[src/rtl/sra_pkg.sv]
package sra_pkg;
  localparam int unsigned DEF_DATA_W = 32;
  localparam int unsigned DEF_AMT_W  = 8;
endpackage

[src/rtl/sra_stage.sv]
module sra_stage #(
  parameter int unsigned W    = 32,
  parameter int unsigned DIST = 1
) (
  input  logic [W-1:0] d_i,
  input  logic         en_i,
  input  logic         lost_i,
  output logic [W-1:0] q_o,
  output logic         lost_o
);
  logic [W-1:0] shifted;
  assign shifted = {{DIST{d_i[W-1]}}, d_i[W-1:DIST]};
  assign q_o     = en_i ? shifted : d_i;
  // accumulate whether any one-bit fell off the low end
  assign lost_o  = lost_i | (en_i & (|d_i[DIST-1:0]));
endmodule

[src/rtl/sra_barrel.sv]
module sra_barrel #(
  parameter int unsigned W = 32,
  localparam int unsigned LOG = $clog2(W)
) (
  input  logic [W-1:0]   d_i,
  input  logic [LOG-1:0] amt_i,
  output logic [W-1:0]   q_o,
  output logic           lost_o
);
  logic [W-1:0] lvl  [0:LOG];
  logic         lost [0:LOG];

  assign lvl[0]  = d_i;
  assign lost[0] = 1'b0;

  for (genvar k = 0; k < LOG; k++) begin : g_stage
    sra_stage #(.W(W), .DIST(1 << k)) u_stage (
      .d_i   (lvl[k]),
      .en_i  (amt_i[k]),
      .lost_i(lost[k]),
      .q_o   (lvl[k+1]),
      .lost_o(lost[k+1])
    );
  end

  assign q_o    = lvl[LOG];
  assign lost_o = lost[LOG];
endmodule

[src/rtl/sra_out_reg.sv]
module sra_out_reg #(
  parameter int unsigned W = 32
) (
  input  logic         clk_i,
  input  logic         rst_ni,
  input  logic         vld_i,
  input  logic [W-1:0] res_i,
  input  logic         carry_i,
  output logic         vld_o,
  output logic [W-1:0] res_o,
  output logic         carry_o
);
  always_ff @(posedge clk_i or negedge rst_ni) begin
    if (!rst_ni) begin
      vld_o   <= 1'b0;
      res_o   <= '0;
      carry_o <= 1'b0;
    end else begin
      vld_o <= vld_i;
      if (vld_i) begin
        res_o   <= res_i;
        carry_o <= carry_i;
      end
    end
  end

  a_r2_valid_follows: assert property (@(posedge clk_i) disable iff (!rst_ni)
    vld_i |=> vld_o);
  a_r2_valid_drops: assert property (@(posedge clk_i) disable iff (!rst_ni)
    !vld_i |=> !vld_o);
  a_r8_hold: assert property (@(posedge clk_i) disable iff (!rst_ni)
    !vld_i |=> ($stable(res_o) && $stable(carry_o)));
endmodule

[src/rtl/sra_carry_unit.sv]
module sra_carry_unit
  import sra_pkg::*;
#(
  parameter int unsigned DATA_W = DEF_DATA_W,
  parameter int unsigned AMT_W  = DEF_AMT_W,
  localparam int unsigned LOG   = $clog2(DATA_W)
) (
  input  logic              clk_i,
  input  logic              rst_ni,
  input  logic              in_valid_i,
  input  logic [DATA_W-1:0] op_i,
  input  logic [AMT_W-1:0]  amt_i,
  output logic              out_valid_o,
  output logic [DATA_W-1:0] res_o,
  output logic              carry_o
);
  logic              sign;
  logic              sat;
  logic [DATA_W-1:0] shifted;
  logic              lost;
  logic [DATA_W-1:0] res_d;
  logic              carry_d;

  assign sign = op_i[DATA_W-1];
  assign sat  = amt_i[LOG];

  if (AMT_W > LOG + 1) begin : g_unused_amt
    logic unused_amt_hi;
    assign unused_amt_hi = ^amt_i[AMT_W-1:LOG+1];
  end

  sra_barrel #(.W(DATA_W)) u_barrel (
    .d_i   (op_i),
    .amt_i (amt_i[LOG-1:0]),
    .q_o   (shifted),
    .lost_o(lost)
  );

  always_comb begin
    if (sat) begin
      res_d   = {DATA_W{sign}};
      carry_d = sign;
    end else begin
      res_d   = shifted;
      carry_d = sign & lost;
    end
  end

  sra_out_reg #(.W(DATA_W)) u_out (
    .clk_i  (clk_i),
    .rst_ni (rst_ni),
    .vld_i  (in_valid_i),
    .res_i  (res_d),
    .carry_i(carry_d),
    .vld_o  (out_valid_o),
    .res_o  (res_o),
    .carry_o(carry_o)
  );

  a_r1_reset_clear: assert property (@(posedge clk_i)
    !rst_ni |=> (!out_valid_o && res_o == '0 && !carry_o));
  a_r5_saturate: assert property (@(posedge clk_i) disable iff (!rst_ni)
    (in_valid_i && amt_i[LOG]) |=>
      (res_o == {DATA_W{$past(op_i[DATA_W-1])}} && carry_o == $past(op_i[DATA_W-1])));
  a_r6_zero_pass: assert property (@(posedge clk_i) disable iff (!rst_ni)
    (in_valid_i && amt_i[LOG:0] == '0) |=> (res_o == $past(op_i) && !carry_o));
  a_r4_positive_no_carry: assert property (@(posedge clk_i) disable iff (!rst_ni)
    (in_valid_i && !op_i[DATA_W-1]) |=> !carry_o);
  a_r3_sign_kept: assert property (@(posedge clk_i) disable iff (!rst_ni)
    in_valid_i |=> (res_o[DATA_W-1] == $past(op_i[DATA_W-1])));
endmodule

[config.mk]
export PLATFORM = sky130hd
export DESIGN_NAME = sra_carry_unit
export DESIGN_NICKNAME = d
export VERILOG_FILES = /design/src/rtl/sra_pkg.sv /design/src/rtl/sra_stage.sv /design/src/rtl/sra_barrel.sv /design/src/rtl/sra_out_reg.sv /design/src/rtl/sra_carry_unit.sv
export SDC_FILE = /design/constraint.sdc
export NUM_CORES = 1
export LEC_CHECK = 0
export ABC_CLOCK_PERIOD_IN_PS = 1300
export CAP_MARGIN = 25
export CORE_MARGIN = 10
export CORE_UTILIZATION = 55
export DETAILED_ROUTE_END_ITERATION = 8
export PLACE_DENSITY = 0.9
export SETUP_SLACK_MARGIN = 0.4
export SYNTH_ARGS = -nofsm -noshare
export SYNTH_HDL_FRONTEND = slang
export SYNTH_SLANG_ARGS = --single-unit
[constraint.sdc]
create_clock -name clk_i -period 1.3 [get_ports clk_i]
set_input_delay 0.39 -clock clk_i [delete_from_list [all_inputs] [get_ports clk_i]]
set_output_delay 0.39 -clock clk_i [all_outputs]
set_load 0.05 [all_outputs]
==> results of run 1 <==
[cells in the mapped netlist (all sizes together), types with 2 or more instances]
master  count  area [um2]
nor4        2       12.51
a211oi      7       52.55
nand2b      4       25.02
or2         2       12.51
and3        2       12.51
mux2       26       292.8
dfrtp      34       850.8
clkbuf     18       67.56
a21oi      30       150.1
o21ai       9       45.04
nor3        5       25.02
nand3       3       15.01
mux4       34       765.7
o31ai       2       15.01
and2        3       18.77
inv         9       33.78
nor2       24       90.09
o211ai      5       37.54
buf        12       70.07
nor2b       3       18.77
a31o        2       17.52
mux2i      32       320.3
nand4b      2       17.52
nand2      14       52.55
o21a        5       37.54
o22a        8       70.07
a21o        2       15.01
[per-stage QoR]
step | setup slack, ns | TNS, ns | hold slack (ns) | cell area [um2]
after detailed placement | -1.573 | -43.15 | 0.5113 | 4965
after global placement | -1.429 | -38.75 | 0.5079 | 4965
after floorplan | -1.035 | -22.63 | 0.09441 | 3378
[cell families after synthesis]
| group | share of synthesized area, % |
|---|---|
| flip-flops | 26.18 |
| multiplexers | 42.43 |
| AND/OR/NAND/NOR | 10.32 |
| AO/OA/AOI/OAI | 15.79 |
| buffers and inverters | 5.275 |
==> run summary, run 1 <==
For this run, the leading register cell type out of synthesis is sky130_fd_sc_hd__dfrtp_1. The flow did not finish. CTS placed an instance of sky130_fd_sc_hd__clkbuf_8 at the clock tree root.

The register bit total from synthesis came out at 34. The floorplan die height is 96.87 um. The netlist uses 41 different library cells. The instance count after placement with tap cells included is 503.

The stage where the run came to a stop is clock tree synthesis. The number of top-level design ports is 77. Summed over all nets, the half-perimeter wirelength after detailed placement is just over 10000 um.

The effective utilization at floorplan is between 50% and 60%. The number of instances in the synthesized netlist came out at ~310. The final estimated routing congestion in global placement is 0.9801. In this run, synthesis inferred 0 flip-flops with an integrated enable. After synthesis, flip-flops and latches occupy 26.18% of the total area. The clock sink count came out at 34.

The number of buffers inserted by hold repair at cts is 0. The Yosys step of the flow raised 0 warnings. After clock tree synthesis, the repair step resized 199 gates.

When the netlist entered floorplanning its net count stood at ~350. From left edge to right edge, the die measures 96.87 um. The tool reported: "[ERROR DPL-0033] detailed placement checks failed during check placement". The count of input and output buffers is 74. The post-synthesis instance area is approximately 3200 um2. The placement row count came out at 27. The post-CTS setup-driven buffer insertion count came out at 25. The longest clock path from root to sink contains 2 buffers.

In the synthesized netlist the async set-or-reset flop fraction comes to 100.0%. The number of buffers inserted during clock tree synthesis came out at 5. The level count of the clock H-tree is 2. The post-synthesis average cell area is around 10 um2.
==> run 2: changes to the inputs <==
--- a/config.mk
+++ b/config.mk
@@ -8,10 +8,9 @@
 export ABC_CLOCK_PERIOD_IN_PS = 1300
 export CAP_MARGIN = 25
 export CORE_MARGIN = 10
-export CORE_UTILIZATION = 55
+export CORE_UTILIZATION = 40
 export DETAILED_ROUTE_END_ITERATION = 8
-export PLACE_DENSITY = 0.9
-export SETUP_SLACK_MARGIN = 0.4
+export PLACE_DENSITY_LB_ADDON = 0.15
 export SYNTH_ARGS = -nofsm -noshare
 export SYNTH_HDL_FRONTEND = slang
 export SYNTH_SLANG_ARGS = --single-unit
==> run 2 against run 1 <==
Net effect:
- the flow now finishes, with violations (setup timing)
- synthesized cell count unchanged
- area after synthesis stayed put
==> run summary, run 2 <==
Dividing total power by cell area gives a power density of between 800 and 900 nW/um2. The total length of routed wires is ~13000 um. The post-route minimum period is 2.077 ns. The number of synthesized flops with an enable pin is 0 (unchanged). The sequential cell area fraction in the yosys report was 26.18% (unchanged).

The number of nets in the synthesized netlist was 354 (unchanged). Commonest cells in the synthesized netlist: sky130_fd_sc_hd__dfrtp_1 (34), sky130_fd_sc_hd__mux4_2 (34), sky130_fd_sc_hd__mux2i_1 (32), sky130_fd_sc_hd__a21oi_1 (30), sky130_fd_sc_hd__mux2_2 (26) (unchanged). In the final layout, the share of cells above drive strength 1 is 67.50%. The dominant synthesized flop cell is sky130_fd_sc_hd__dfrtp_1 (unchanged). The via count of the first global-routing pass was ~3.7k.

In the final layout, the registers with the most flip-flops are u_out.res_o (32), u_out.carry_o (1), u_out.vld_o (1). The checks that failed: setup timing. The floorplan die height is 110.1 um (was 96.87 um). The worst slack at placement is -1.519 ns (was -1.573 ns). The number of flip-flops in the largest register is 32. The clock sink count came out at 34 (unchanged). The cell type contributing the most total cell area after synthesis is sky130_fd_sc_hd__dfrtp_1 (unchanged). The slew at the pin with the worst max-slew slack is approximately 0.47 ns. The top cell family by delay on the critical path is multiplexers. The met3 track utilization from global routing is 3.889%.

The placement row count is 32 (was 27). Derived from the worst setup path, the maximum achievable clock frequency is 0.4815 GHz. Across the VDD grid, the largest voltage drop is 0.9600 mV. The final routed DRC violation total came out at 0.

In this run the worst hold path is classified as in2async. Leaving out fill and tap cells, the most frequent cell in the layout is sky130_fd_sc_hd__buf_4. The sequential share of power is 25.0%. Biggest area contributors in the synthesized netlist: sky130_fd_sc_hd__dfrtp_1 (26%), sky130_fd_sc_hd__mux4_2 (24%), sky130_fd_sc_hd__mux2i_1 (9.9%) (unchanged). The buffer depth of the longest clock path came out at 2 (unchanged). Leaving out fill and tap cells, the most frequent cells in the layout are sky130_fd_sc_hd__buf_4 (74), sky130_fd_sc_hd__buf_12 (41), sky130_fd_sc_hd__mux4_2 (34), sky130_fd_sc_hd__dfrtp_1 (34), sky130_fd_sc_hd__buf_6 (31). The die width came out at 110.1 um (was 96.87 um). The post-route antenna net violation count is 0.

The buffering stage count on the worst path with inverters included is 4. The clock-pin transition on the worst setup and hold timing paths is 0.07 ns. The post-route fraction of the period consumed by the critical path is 159.8%. The met1 track utilization from global routing is 23.96%. The clock power share came out at 15.2%.

The count of input and output buffers came out at 74 (unchanged). The type of element launching the critical path is a primary input. The async set-reset flop share out of synthesis is 100.0% (unchanged). The number of buffers inserted by hold repair at cts came to 0 (unchanged).

The number of instances in the synthesized netlist came to 311 (unchanged). In the final routed layout, each cell accounts on average for 21.77 um. Data arrives at the worst endpoint at 2.25 ns.

The type of the setup path with the least slack is in2reg. The master of the slowest instance on the critical path is sky130_fd_sc_hd__mux4_2. The routed via count divided by cell count came out at around 5.9. The placed wire-length estimate after detailed placement is 8728 um (was 10090 um). The number of antenna violations at the first check in global routing came out at 1. The clock arrives with 0 ns of skew. Outcome: finished with violations (was stopped before the end). The effective utilization at floorplan came out at 41.62% (was 57.94%). The number of failing hold endpoints at the final stage is 0. The pin count of the biggest net entering global routing is 35. The type of element capturing the critical path is a flop. For this run the aggregate overflow at the end of global routing stands at 0. Setup repair after global routing could not meet its margin everywhere.

The portion of synthesized cell area occupied by the leading cell type is 26.18% (unchanged). The area enclosed by the die boundary came out at about 12000 um2. The routed layout has 3432 vias. The register bit total from synthesis came out at 34 (unchanged).

The slack of the critical path is -0.7770 ns. The final estimated routing congestion in global placement is 0.8819 (was 0.9801). The critical path data required time came out at 1.48 ns. In this design, the stage delay of the slowest critical-path cell is 0.33 ns. For this run, global-route usage on met2 was measured as 37.68%. The switching power came out at a little over 0.002 W. The first global-routing pass estimated 19650 um of wire.

The register ranked first by flip-flop count is u_out.res_o. The placeable core region came out at between 7000 and 8000 um2. Setup violations remaining at the end of the flow were counted as 32. The number of max-slew violations in the final report is 0. The final core utilization came out at ~80%. The number of warnings issued by yosys came out at 0 (unchanged). The cell at the root of the clock tree is sky130_fd_sc_hd__clkbuf_8 (unchanged).

Walking the worst path, the cells encountered are buf_8, buf_12, buf_8, buf_12, mux4_2, mux2_4, nor4_2, a31o_2, a31o_2, o211ai_1. The count of maximum capacitance violations came out at 0. The headroom to the max-slew limit is 68.16%. The global-route total usage across every layer is 20.38%. The relative contribution of combinational cells to total power is 59.8%. The first detailed-routing pass ran for 4 iterations.

met2 is the most crowded layer. The TritonCTS clock tree is built. Along the worst path, the maximum fanout reaches 8. For the worst-skew pair, the clock arrives at the later sink with an insertion delay of slightly below 0.3 ns. The post-synthesis average cell area is 10.45 um2 (unchanged). The post-synthesis instance area is 3249 um2 (unchanged). The number of unique standard cell types used by synthesis came out at 41 (unchanged).

The internal cell power came out at ~0.0033 W. The level count of the clock H-tree came out at 2 (unchanged). The switching share of power is 38.29%.

After filler insertion, the fill cell instance count of the layout stands at 455. The DRC marker count from the first detailed-route iteration came out at 186. Summed over all cells, the static leakage comes to 2.562 nW. From synthesis to final layout, the design area changed by 88.02%.

The number of top-level design ports came out at 77 (unchanged). The number of buffers inserted during clock tree synthesis came to 5 (unchanged). The net count of the finished layout came out at between 500 and 600.
-- run 2: per-layer routing --
metal | share of wire (%) | vias to the layer above
met1 | 37 | 1735
met2 | 54 | 111
li1 | - | 1550
met3 | 6.5 | 36
met4 | 2.4 | 0
met5 | 0 | -
-- run 2: worst paths after layout --
path	depth (start not counted)	end	slack (ns)	startpoint
min reg2reg	1	u_out.res_o[7]$_DFFE_PN0P_	0.55	u_out.res_o[7]$_DFFE_PN0P_
min in group clk_i	1	u_out.res_o[7]$_DFFE_PN0P_	0.55	u_out.res_o[7]$_DFFE_PN0P_
min	2	u_out.res_o[2]$_DFFE_PN0P_	0.47	rst_ni
max in group asynchronous	2	u_out.res_o[12]$_DFFE_PN0P_	0.64	rst_ni
max reg2reg	1	u_out.res_o[27]$_DFFE_PN0P_	0.49	u_out.res_o[27]$_DFFE_PN0P_
max	10	u_out.carry_o$_DFFE_PN0P_	-0.78	amt_i[2]
-- run 2: through the flow --
step	TNS [ns]	std cells	hold WS (ns)	cell area, um2	power (W)
4_1_cts	-17.30	581	0.4837	5881	0.005167
3_3_place_gp	-38.99	548	0.5307	5086	0.003889
5_1_grt	-18.44	583	0.4983	6110	0.005569
3_5_place_dp	-39.73	548	0.5385	5086	0.003929
6_report	-17.16	583	0.4665	6110	0.005358
2_1_floorplan	-22.70	311	0.09441	3323	0.002605
-- run 2: power by group through the flow --
stage / clock network (W) / logic (W) / registers, W
3_3_place_gp: 0 / 0.00253 / 0.00136
5_1_grt: 0.000877 / 0.00333 / 0.00136
6_report: 0.000814 / 0.00320 / 0.00134
2_1_floorplan: 0 / 0.000862 / 0.00174
4_1_cts: 0.000823 / 0.00300 / 0.00134
3_5_place_dp: 0 / 0.00257 / 0.00136
-- run 2: cell families after synthesis --
family,after synthesis,synth area share [%]
DFF,34,26.18
buffers and inverters,39,5.275
and+or+nand+nor,68,10.32
AOI/OAI and AO/OA,78,15.79
muxes,92,42.43
-- run 2: repair_timing --
item | 4_1_cts | 5_1_grt
cloned | 4 | 0
setup buffers | 23 | 11
pin swaps | 31 | 25
gates resized for setup | 223 | 66
endpoints found under the hold margin | 0 | 0
endpoints found under the setup margin | 33 | 32
-- run 2: final cells by class --
| class | instances | area, um2 | area share [%] |
|---|---|---|---|
| clock inverters | 1 | 5.005 | 0.08192 |
| flip-flops and latches | 34 | 850.8 | 13.93 |
| repair buffers | 191 | 2137 | 34.98 |
| inverters | 9 | 33.78 | 0.5529 |
| clock buffers | 7 | 86.33 | 1.413 |
| diodes | 1 | 2.502 | 0.04096 |
| multi-input cells | 238 | 2867 | 46.92 |
| well taps | 102 | 127.6 | 2.089 |
Note: power is estimated with default switching activity, not from simulation.
==> run 3: changes to the inputs <==
--- a/config.mk
+++ b/config.mk
@@ -5,6 +5,7 @@
 export SDC_FILE = /design/constraint.sdc
 export NUM_CORES = 1
 export LEC_CHECK = 0
+export ABC_AREA = 1
 export ABC_CLOCK_PERIOD_IN_PS = 1300
 export CAP_MARGIN = 25
 export CORE_MARGIN = 10
==> run 3 against run 2 <==
Net effect:
- the run still ends with setup timing left
- clock skew unchanged
- area after synthesis is 6.6% lower
- critical path depth increased by 4
- fmax up 24%
- largest cell class unchanged
- largest power group unchanged
==> run summary, run 3 <==
The via count of the first global-routing pass came out at 4406 (was 3711). The count of input and output buffers is 74 (unchanged). The clock sink count came out at 34 (unchanged).

The final routed DRC violation total is 0 (unchanged). The number of synthesized flops with an enable pin came out at 0 (unchanged). The slew at the pin with the worst max-slew slack is 0.3775 ns (was 0.4748 ns). The clock latency at the later pin of the worst-skew pair came to 0.29 ns (about the same). The share of layout cells above drive strength 1 is 49.39% (was 67.50%).

The placement row count is 31 (was 32). The buffer depth of the longest clock path came out at 2 (unchanged). The global-route wire length before repair is 22200 um (was 19650 um). The post-route antenna net violation count came out at 0 (unchanged). The worst voltage drop across the vdd grid is 0.8611 mV (was 0.9600 mV). The critical path data required time is 1.48 ns (about the same). The final-layout fill cell count was 483 (was 455). The net count of the finished layout came to 696 (was 522). The routed length per instance is 19.17 um (was 21.77 um). The number of warnings issued by yosys is 0 (unchanged). The placeable core region came out at 7331 um2 (was 7807 um2). The setup violation total in the final timing report is 32 (unchanged). The level count of the clock H-tree was 2 (unchanged).

The worst slack at placement is -1.158 ns (was -1.519 ns). The maximum single-stage delay on the critical path is 0.18 ns (was 0.33 ns). Most frequent cells in the layout: sky130_fd_sc_hd__nand2_1 (137), sky130_fd_sc_hd__nand3_2 (81), sky130_fd_sc_hd__nand2_2 (66), sky130_fd_sc_hd__buf_4 (58), sky130_fd_sc_hd__buf_12 (45) (was sky130_fd_sc_hd__buf_4 (74), sky130_fd_sc_hd__buf_12 (41), sky130_fd_sc_hd__mux4_2 (34), sky130_fd_sc_hd__dfrtp_1 (34), sky130_fd_sc_hd__buf_6 (31)). Unrepaired setup endpoints after global routing: true (unchanged). The cell at the root of the clock tree is sky130_fd_sc_hd__clkbuf_8 (unchanged). The number of failing hold endpoints at the final stage is 0 (unchanged). The power density relative to cell area is 843.7 nW/um2 (was 876.9 nW/um2). The dominant synthesized flop cell is sky130_fd_sc_hd__dfrtp_1 (unchanged).

The type of the setup path with the least slack is in2reg (unchanged). Biggest area contributors in the synthesized netlist: sky130_fd_sc_hd__dfrtp_1 (28%), sky130_fd_sc_hd__nand2_1 (26%), sky130_fd_sc_hd__nand3_1 (20%) (was sky130_fd_sc_hd__dfrtp_1 (26%), sky130_fd_sc_hd__mux4_2 (24%), sky130_fd_sc_hd__mux2i_1 (9.9%)). The routed via count divided by cell count is 5.839 (was 5.887).

The parity-gate share of the synthesized area counting xor and xnor cells came out at 0% (unchanged). Commonest cells in the synthesized netlist: sky130_fd_sc_hd__nand2_1 (210), sky130_fd_sc_hd__nand3_1 (120), sky130_fd_sc_hd__o21ai_0 (40), sky130_fd_sc_hd__dfrtp_1 (34), sky130_fd_sc_hd__nor2_1 (33) (was sky130_fd_sc_hd__dfrtp_1 (34), sky130_fd_sc_hd__mux4_2 (34), sky130_fd_sc_hd__mux2i_1 (32), sky130_fd_sc_hd__a21oi_1 (30), sky130_fd_sc_hd__mux2_2 (26)). The number of diodes came out at 0 (was 1). Among all cell types in the netlist, the one instantiated most often is sky130_fd_sc_hd__nand2_1. The DRC marker count from the first detailed-route iteration is 502 (was 186). The async set-reset flop share out of synthesis is 100.0% (unchanged). The master of the slowest instance on the critical path is sky130_fd_sc_hd__buf_16 (was sky130_fd_sc_hd__mux4_2).

Cells traversed along the worst timing path: buf_12, buf_16, inv_8, nand2_2, nand3_1, nand2_2, nand2_1, o21ai_2, o21ai_1, buf_4, nand2_1, nand3_2, o21ai_1, inv_1 (was buf_8, buf_12, buf_8, buf_12, mux4_2, mux2_4, nor4_2, a31o_2, a31o_2, o211ai_1). The post-route minimum period was 1.673 ns (was 2.077 ns). The post-synthesis instance area came to 3034 um2 (was 3249 um2). The fraction of synthesized area in multiplexers is 0% (was 42.43%).

The path category of the worst min-delay check is in2async (unchanged). The clock-pin transition on the worst setup and hold timing paths is 0.07 ns (about the same). The cell leakage power came out at 2.842 nW (was 2.562 nW). The number of flip-flops in the largest register is 32 (unchanged). The number of max-slew violations in the final report is 0 (unchanged). The number of antenna violations at the first check in global routing came to 0 (was 1).

The critical-path maximum fanout came out at 7 (was 8). The arithmetic-cell share of the synthesized area counting full adders, half adders and majority gates came out at 0% (unchanged). The slack of the worst reg-to-reg path came out at 0.41 ns (was 0.49 ns).

The die width is 107.1 um (was 110.1 um). The register bit total from synthesis came to 34 (unchanged). The post-route fraction of the period consumed by the critical path is 128.7% (was 159.8%). The cell type contributing the most total cell area after synthesis is sky130_fd_sc_hd__dfrtp_1 (unchanged).

The final clock skew came out at 0 ns (unchanged). The final estimated routing congestion in global placement was 0.9923 (was 0.8819). The type of element capturing the critical path is a flop (unchanged). The number of buffers inserted during clock tree synthesis came out at 5 (unchanged).

The worst hold margin came to 0.4913 ns (was 0.4665 ns). The main combinational cell family by area after synthesis was simple AND/OR/NAND/NOR gates (was multiplexers). The portion of synthesized cell area occupied by the leading cell type came out at 28.04% (was 26.18%). The layout overhead on the synthesized area is 91.79% (was 88.02%).

The number of nets in the synthesized netlist came out at 570 (was 354). The type of element launching the critical path is a primary input (unchanged). The sequential cell area fraction in the yosys report came to 28.04% (was 26.18%). The TritonCTS clock tree is built (unchanged). The pin count of the biggest net entering global routing is 35 (unchanged). Outcome: finished with violations (unchanged). Registers with the highest flip-flop counts: u_out.res_o (32), u_out.carry_o (1), u_out.vld_o (1) (unchanged). The number of instances in the synthesized netlist is 527 (was 311). The top cell family by delay on the critical path is simple AND/OR/NAND/NOR gates (was multiplexers). The via count is 4397 (was 3432). The most common cell after layout, fill and taps aside is sky130_fd_sc_hd__nand2_1 (was sky130_fd_sc_hd__buf_4). The placed wire-length estimate after detailed placement is 9189 um (was 8728 um). The final core utilization came out at 79.38% (was 78.25%). The final instance count without filler cells is 753 (was 583). The slack of the critical path is -0.3731 ns (was -0.7770 ns). Violations in the final reports: setup timing (unchanged). The area used by multi-input combinational logic was 2736 um2 (was 2867 um2).

The number of iterations in the first detailed-routing pass was 5 (was 4). The headroom to the max-slew limit came to 74.83% (was 68.16%). The register ranked first by flip-flop count was u_out.res_o (unchanged).

The count of maximum capacitance violations came out at 0 (unchanged). The post-synthesis average cell area came to 5.757 um2 (was 10.45 um2). The maximum frequency from static timing analysis is 0.5977 GHz (was 0.4815 GHz). The global-route total usage across every layer came out at 23.43% (was 20.38%).

The area enclosed by the die boundary is 11470 um2 (was 12130 um2). The register area was 852.1 um2 (was 850.8 um2). The number of top-level design ports was 77 (unchanged). The total length of routed wires was 14440 um (was 12690 um).

The total congestion overflow came out at 0 (unchanged). The area fraction in and, or, nand and nor cells after synthesis is 52.54% (was 10.32%). The number of unique standard cell types used by synthesis came to 23 (was 41).

The compound-gate portion of the synthesized area came to 10.06% (was 15.79%). The floorplan die height is 107.1 um (was 110.1 um). The instance count after placement with tap cells included is 722 (was 548). The effective utilization at floorplan came out at 41.39% (was 41.62%). The buffering stage count on the worst path with inverters included came out at 5 (was 4). The endpoint arrival time on the critical path came out at 1.85 ns (was 2.25 ns).
==> run 3: changes by cell type in the layout (fill, tap and decap cells not counted), sizes merged, moves of 9 or more <==
cell         change
mux2i           -32
nand3          +117
o21ai           +38
dlygate4sd2     +24
mux2            -26
a21oi           -26
buf             -61
nand2          +204
inv             +19
nor2             +9
mux4            -34
==> run 3: area by class of cell <==
| type | count | area share [%] |
|---|---|---|
| Clock inverter | 1 | 0.08600 |
| Timing Repair Buffer | 149 | 31.80 |
| Inverter | 26 | 2.107 |
| Multi-Input combinational cell | 434 | 47.02 |
| Tap cell | 99 | 2.129 |
| Sequential cell | 34 | 14.64 |
| Timing Repair inverter | 3 | 0.7310 |
| Clock buffer | 7 | 1.484 |
==> run 3: routing by layer <==
metal | GRT usage (%) | part of all wire, %
met1 | 29.83 | 40
met4 | 8.607 | 4.6
met5 | 0 | 0
met3 | 6.108 | 11
met2 | 37.13 | 45
==> run 3: worst register-to-register path, stage by stage (launching register included) <==
cell	delay, ns
sky130_fd_sc_hd__dfrtp_1	0.44
sky130_fd_sc_hd__buf_4	0.16
sky130_fd_sc_hd__nand2_1	0.09
sky130_fd_sc_hd__o21ai_1	0.09
==> run 3: report_power, final <==
| group | internal (W) | switching [W] |
|---|---|---|
| Clock | 0.000427 | 0.000387 |
| Combinational | 0.00121 | 0.00156 |
| Sequential | 0.00118 | 0.000141 |
| Total | 0.00282 | 0.00209 |
==> run 3: final timing paths <==
check | endpoint | from | cells past startpoint
hold / removal | u_out.res_o[19]$_DFFE_PN0P_ | rst_ni | 2
setup reg to reg | u_out.res_o[16]$_DFFE_PN0P_ | u_out.res_o[16]$_DFFE_PN0P_ | 3
hold reg to reg | u_out.res_o[8]$_DFFE_PN0P_ | u_out.res_o[8]$_DFFE_PN0P_ | 2
max in group asynchronous | u_out.res_o[4]$_DFFE_PN0P_ | rst_ni | 2
setup / recovery | u_out.res_o[9]$_DFFE_PN0P_ | amt_i[0] | 14
min in group clk_i | u_out.res_o[8]$_DFFE_PN0P_ | u_out.res_o[8]$_DFFE_PN0P_ | 2
==> run 3: through the flow <==
step                total power (W)  setup TNS, ns  area [um2]
floorplan                  0.002510         -5.931        3366
global placement           0.003651         -30.38        4823
detailed placement         0.003680         -31.92        4823
CTS                        0.004732         -4.533        5568
global route               0.005114         -8.603        5819
finish                     0.004910         -6.399        5819
==> run 3: repair_timing <==
action | 4_1_cts | 5_1_grt
hold buffers | 0 | 0
cloned | 7 | 0
pin swaps | 56 | 19
buffers inserted | 9 | 7
gates resized for setup | 188 | 59
setup endpoints to repair | 33 | 34
==> run 3: kinds of logic (layout without fill, tap and decap cells) <==
logic type / after synthesis / in the layout
compound gates: 58 / 58
buf+inv: 59 / 186
flops: 34 / 34
simple gates: 376 / 376
